[src/rtl/npb_pkg.sv]
package npb_pkg;
  typedef enum logic [1:0] {
    OFS_ZERO = 2'd0,
    OFS_POS  = 2'd1,
    OFS_NEG  = 2'd2
  } ofs_sign_e;

  localparam int unsigned CH_RAISE = 0;
  localparam int unsigned CH_LOWER = 1;
  localparam int unsigned N_CH     = 2;
endpackage

[src/rtl/npb_err.sv]
module npb_err #(
  parameter int W = 12
) (
  input  logic [W-1:0]        v_upper,
  input  logic [W-1:0]        v_lower,
  output logic signed [W:0]   ce
);
  always_comb begin
    ce = $signed({1'b0, v_lower}) - $signed({1'b0, v_upper});
  end
endmodule

[src/rtl/npb_bang.sv]
module npb_bang #(
  parameter int W   = 12,
  parameter int DTW = 10,
  localparam int OW = DTW + 2
) (
  input  logic                 clk,
  input  logic                 rst,
  input  logic                 clr,
  input  logic                 upd,
  input  logic signed [W:0]    ce,
  input  logic [W-1:0]         hyst,
  input  logic [DTW-1:0]       step,
  output logic signed [OW-1:0] ofs_nxt
);
  logic signed [OW-1:0] held_q;
  logic signed [W+1:0]  ce_x;
  logic signed [W+1:0]  band_hi;
  logic signed [W+1:0]  band_lo;
  logic signed [OW-1:0] step_s;

  always_comb begin
    ce_x    = {ce[W], ce};
    band_hi = $signed({2'b00, hyst});
    band_lo = -band_hi;
    step_s  = $signed({2'b00, step});
    if (ce_x > band_hi)      ofs_nxt = step_s;
    else if (ce_x < band_lo) ofs_nxt = -step_s;
    else                     ofs_nxt = held_q;
  end

  always_ff @(posedge clk) begin
    if (rst || clr)  held_q <= '0;
    else if (upd)    held_q <= ofs_nxt;
  end
endmodule

[src/rtl/npb_pi.sv]
module npb_pi #(
  parameter int W    = 12,
  parameter int GW   = 8,
  parameter int DTW  = 10,
  parameter int FRAC = 4,
  localparam int OW  = DTW + 2,
  localparam int PW  = W + GW + 2,
  localparam int AW  = PW + 2
) (
  input  logic                 clk,
  input  logic                 rst,
  input  logic                 clr,
  input  logic                 upd,
  input  logic signed [W:0]    ce,
  input  logic [GW-1:0]        kp,
  input  logic [GW-1:0]        ki,
  input  logic signed [OW-1:0] span,
  output logic signed [OW-1:0] ofs_nxt
);
  logic signed [AW-1:0] acc_q;
  logic signed [AW-1:0] acc_sum;
  logic signed [AW-1:0] acc_nxt;
  logic signed [AW-1:0] lim;
  logic signed [AW-1:0] span_x;
  logic signed [PW-1:0] p_term;
  logic signed [PW-1:0] i_term;
  logic signed [AW-1:0] pre;
  logic signed [AW-1:0] u_raw;

  always_comb begin
    p_term  = $signed({1'b0, kp}) * ce;
    i_term  = $signed({1'b0, ki}) * ce;
    span_x  = AW'(span);
    lim     = span_x <<< FRAC;
    acc_sum = acc_q + AW'(i_term);
    if (acc_sum > lim)        acc_nxt = lim;
    else if (acc_sum < -lim)  acc_nxt = -lim;
    else                      acc_nxt = acc_sum;
    pre   = AW'(p_term) + acc_nxt;
    u_raw = pre >>> FRAC;
    if (u_raw > span_x)       ofs_nxt = span;
    else if (u_raw < -span_x) ofs_nxt = -span;
    else                      ofs_nxt = OW'(u_raw);
  end

  always_ff @(posedge clk) begin
    if (rst || clr)  acc_q <= '0;
    else if (upd)    acc_q <= acc_nxt;
  end
endmodule

[src/rtl/npb_limit.sv]
module npb_limit
  import npb_pkg::*;
#(
  parameter int DTW = 10,
  localparam int OW = DTW + 2
) (
  input  logic signed [OW-1:0] ofs,
  input  logic [DTW-1:0]       min_dt,
  input  logic [DTW-1:0]       max_dt,
  output logic [DTW-1:0]       td [N_CH]
);
  ofs_sign_e            sgn;
  logic signed [OW-1:0] mag;

  always_comb begin
    if (ofs > 0)      sgn = OFS_POS;
    else if (ofs < 0) sgn = OFS_NEG;
    else              sgn = OFS_ZERO;
    mag = (ofs < 0) ? -ofs : ofs;
  end

  for (genvar ch = 0; ch < N_CH; ch++) begin : g_ch
    localparam ofs_sign_e OWN_SGN = (ch == CH_RAISE) ? OFS_NEG : OFS_POS;
    logic [OW-1:0] sum;
    always_comb begin
      sum = {2'b00, min_dt} + ((sgn == OWN_SGN) ? OW'(mag) : '0);
      if (sum > {2'b00, max_dt}) td[ch] = max_dt;
      else                       td[ch] = sum[DTW-1:0];
    end
  end
endmodule

[src/rtl/npb_deadtime_ctrl.sv]
module npb_deadtime_ctrl
  import npb_pkg::*;
#(
  parameter int W    = 12,
  parameter int DTW  = 10,
  parameter int GW   = 8,
  parameter int FRAC = 4,
  localparam int OW  = DTW + 2
) (
  input  logic           clk,
  input  logic           rst,
  input  logic           en,
  input  logic           sample_stb,
  input  logic           mode_pi,
  input  logic [W-1:0]   v_upper,
  input  logic [W-1:0]   v_lower,
  input  logic [W-1:0]   hyst,
  input  logic [DTW-1:0] step,
  input  logic [GW-1:0]  kp,
  input  logic [GW-1:0]  ki,
  input  logic [DTW-1:0] min_dt,
  input  logic [DTW-1:0] max_dt,
  output logic [DTW-1:0] td_raise,
  output logic [DTW-1:0] td_lower
);
  logic signed [W:0]    ce;
  logic signed [OW-1:0] ofs_bang;
  logic signed [OW-1:0] ofs_pi;
  logic signed [OW-1:0] ofs_sel;
  logic signed [OW-1:0] span;
  logic [DTW-1:0]       td_nxt [N_CH];
  logic                 upd;
  logic                 clr;

  assign upd  = en & sample_stb;
  assign clr  = ~en;
  assign span = $signed({2'b00, max_dt}) - $signed({2'b00, min_dt});

  npb_err #(.W(W)) u_err (
    .v_upper (v_upper),
    .v_lower (v_lower),
    .ce      (ce)
  );

  npb_bang #(.W(W), .DTW(DTW)) u_bang (
    .clk     (clk),
    .rst     (rst),
    .clr     (clr),
    .upd     (upd),
    .ce      (ce),
    .hyst    (hyst),
    .step    (step),
    .ofs_nxt (ofs_bang)
  );

  npb_pi #(.W(W), .GW(GW), .DTW(DTW), .FRAC(FRAC)) u_pi (
    .clk     (clk),
    .rst     (rst),
    .clr     (clr),
    .upd     (upd),
    .ce      (ce),
    .kp      (kp),
    .ki      (ki),
    .span    (span),
    .ofs_nxt (ofs_pi)
  );

  assign ofs_sel = mode_pi ? ofs_pi : ofs_bang;

  npb_limit #(.DTW(DTW)) u_limit (
    .ofs    (ofs_sel),
    .min_dt (min_dt),
    .max_dt (max_dt),
    .td     (td_nxt)
  );

  always_ff @(posedge clk) begin
    if (rst) begin
      td_raise <= '0;
      td_lower <= '0;
    end else if (!en) begin
      td_raise <= min_dt;
      td_lower <= min_dt;
    end else if (sample_stb) begin
      td_raise <= td_nxt[CH_RAISE];
      td_lower <= td_nxt[CH_LOWER];
    end
  end
endmodule

[config.mk]
export PLATFORM = sky130hd
export DESIGN_NAME = npb_deadtime_ctrl
export DESIGN_NICKNAME = d
export VERILOG_FILES = /design/src/rtl/npb_pkg.sv /design/src/rtl/npb_err.sv /design/src/rtl/npb_bang.sv /design/src/rtl/npb_pi.sv /design/src/rtl/npb_limit.sv /design/src/rtl/npb_deadtime_ctrl.sv
export SDC_FILE = /design/constraint.sdc
export NUM_CORES = 1
export LEC_CHECK = 0
export BUFFER_PORTS_ARGS = -buffer_cell sky130_fd_sc_hd__buf_2
export CAP_MARGIN = 5
export CORE_MARGIN = 1.5
export CORE_UTILIZATION = 50
export CTS_BUF_LIST = sky130_fd_sc_hd__clkbuf_2
export DETAILED_ROUTE_END_ITERATION = 6
export GPL_ROUTABILITY_DRIVEN = 0
export PLACE_DENSITY = 0.69
export SLEW_MARGIN = 15
export SYNTH_ARGS = -nofsm -noshare
export SYNTH_HDL_FRONTEND = slang
export SYNTH_SLANG_ARGS = --single-unit
[constraint.sdc]
create_clock -name clk -period 28.7 [get_ports clk]
set_clock_uncertainty 0.2 [all_clocks]
set_input_delay 2.87 -clock clk [delete_from_list [all_inputs] [get_ports clk]]
set_output_delay 2.87 -clock clk [all_outputs]
set_load 0.03 [all_outputs]
==> impl_metrics.py <==
metrics = {
    "status": {
        "outcome": "finished clean",
    },
    "critical_path": {
        "critPathKind": "in -> reg",
        "worstPathRequired_ps": 29010,
        "cp.arrival_ps": 23970,
        "slowest_stage": "o221ai_1",
        "cpPeakStageDelay_ps": 680,
        "critPathCaptureType": "register",
        "start_kind": "primary input",
        "cp_max_fo": 18,
    },
    "sta": {
        "fmax_mhz": 42.3,
        "period_needed_ps": 23650,
        "setup-tns-final_ps": 0,
        "slew_violations": 0,
        "slew_headroom": 0.372,
        "whs_ps": 273,
        "tightest_slew_ps": 934,
        "grt_setup_unrepaired": "false",
        "finalCritPeriodShare": 0.824,
        "finalHoldViolations": 0,
        "setup_viol": 0,
    },
    "detailed_routing": {
        "drt_iter0_markers": 1138,
        "postRouteAntennaNets": 0,
        "routed_wl_um": 51100,
        "avgViaCountPerCell": 5.82,
        "routedWlPerCell_um": 18.0,
        "firstDrtPassIters": 5,
        "num_vias": 16500,
        "drcViolationCount": 0,
    },
    "worst_hold_path": {
        "hold_class": "reg -> reg",
    },
    "global_route": {
        "grt_util_all_layers": 0.279,
        "overflow": 0,
        "grt_pass1_vias": 16900,
        "grt_max_degree": 55,
        "grt_pass1_wl_um": 85600,
        "grt_antenna_before_repair": 3,
    },
    "synthesis": {
        "synth_edf_count": 0,
        "synth_cell_type_count": 88,
        "syn_inst": 2309,
        "ys_warn_count": 0,
        "ys.flop_type": "dfxtp_1",
        "ys_seq_area_frac": 0.0608,
        "syn_area_per_cell_sq_um": 7.98,
        "synth_compound_area_frac": 0.174,
        "synth_xor_area_frac": 0.0408,
        "synth_fa_ha_area_frac": 0.422,
        "ys_seq_elements": 56,
        "yosys.area.top_type": "fa_1",
        "synth_top_family_by_area": "adder cells",
        "ys_async_sr_fraction": 0,
        "synth_nets": 2888,
        "synthTopCellsByArea": "fa_1 23%, ha_1 19%, inv_1 7.6%, dfxtp_1 6.1%, nand2_1 4.0%",
        "synth_mux_area_frac": 0.0166,
        "yosysTopAreaCellShare": 0.234,
        "synth_area_sq_um": 18400,
        "synth-simple-area-share": 0.193,
    },
    "clock_tree": {
        "clk_pin_slew_ps": 310,
        "cts-root-buf": "clkbuf_2",
        "h-tree-depth": 2,
        "cts_tree": "yes",
        "cts_hold_buf": 0,
        "clockBufferDepth": 2,
        "cts_made_buffers": 5,
        "clock-sinks": 56,
        "clk_latency_ps": 570,
        "cts_resized": 0,
        "cts_setup_buffers": 0,
    },
    "final_layout": {
        "syn_to_final_growth_pct": 5.74,
        "nets": 2947,
        "fillers": 3490,
        "final_common_cell": "inv_1",
        "drive_gt1_frac": 0.0768,
        "layout_common_cells": "375 x inv_1, 277 x ha_1, 215 x fa_1, 196 x nand2_1, 158 x nor2_1",
    },
    "floorplan": {
        "fp.dieW_um": 195,
        "die_area_sq_um": 38000,
        "initial_core_util": 0.506,
        "core_sq_um": 36400,
        "ios": 107,
        "die_h_um": 195,
        "row_count": 70,
    },
    "place": {
        "port_buffers": 106,
        "place_hpwl_um": 43400,
    },
    "flow_run": {
        "maxCapViolCount": 0,
    },
}
final cells by class:
type,count,area [sq um],share of cell area
clock buffers,5,25.0,0.00128
inverters,377,1420,0.0726
repair buffers,129,703,0.0361
flip-flops and latches,56,1120,0.0575
diodes,2,5.00,0.000257
clock inverters,3,22.5,0.00116
well taps,468,586,0.0301
multi-input cells,1799,15600,0.801
critical path: cells and delay by family:
family | cells | cell delay [ps]
fa+ha+maj | 16 | 5890
mux | 1 | 300
simple gates | 21 | 3990
buf+inv | 7 | 720
compound gates | 39 | 9330
xor+xnor | 3 | 860
sequential cells by signal (all words and copies together), names as in the netlist:
signal,cells
u_pi.acc_q,24
td_lower,10
u_bang.held_q,12
td_raise,10
cell usage after synthesis, types with 7 or more instances:
cell and number:
a211oi_1 17, a21o_1 41, a21oi_1 137, a311o_1 9
a31oi_1 24, and2_1 101, and3_1 26, clkbuf_1 70
dfxtp_1 56, fa_1 215, ha_1 277, inv_1 375
mux2i_1 28, nand2_1 196, nand2b_1 30, nand3_1 31
nand4_1 24, nor2_1 159, nor2b_1 44, nor3_1 46
nor4_1 7, o211a_1 12, o211ai_1 12, o21a_1 22
o21ai_0 81, o21bai_1 16, o221ai_1 11, o22ai_1 21
o31a_1 7, or2_2 9, or3_1 14, xnor2_1 62
xor2_1 22
layer usage:
layer  vias to the layer above  routed length [um]  GRT usage
met5                         -                   0          0
met4                         0                2240      0.117
met3                       113                2430     0.0233
met2                       517               25000      0.492
met1                      8009               21500      0.349
li1                       7874                   -          -
worst paths after layout:
check | startpoint | end | slack [ps] | cells past startpoint
worst min-delay path | u_bang.held_q[9]$_SDFFE_PP0P_ | u_bang.held_q[9]$_SDFFE_PP0P_ | 270 | 2
worst max register to register | u_pi.acc_q[4]$_SDFFE_PP0P_ | td_lower[0]$_SDFFE_PP0P_ | 11060 | 76
worst min register to register | u_bang.held_q[9]$_SDFFE_PP0P_ | u_bang.held_q[9]$_SDFFE_PP0P_ | 270 | 2
worst max-delay path | v_lower[0] | td_lower[0]$_SDFFE_PP0P_ | 5050 | 87
per-stage QoR:
step	utilization	instances	setup slack, ps	instance area (sq um)
floorplan	-	2309	6890	18400
CTS	0.535	2837	5210	19500
detailed placement	0.533	2829	4580	19400
global placement	0.533	2829	5230	19400
finish	0.535	2839	5050	19500
global route	0.535	2838	3230	19500
kinds of logic after synthesis:
| logic type | Yosys count |
|---|---|
| compound gates | 477 |
| simple gates | 715 |
| mux | 30 |
| fa+ha+maj | 492 |
| buf+inv | 454 |
| flops | 56 |
| xor+xnor | 85 |
Power is not shown: default switching activity piles up to over one toggle a cycle in this logic, so the estimate is an artifact.
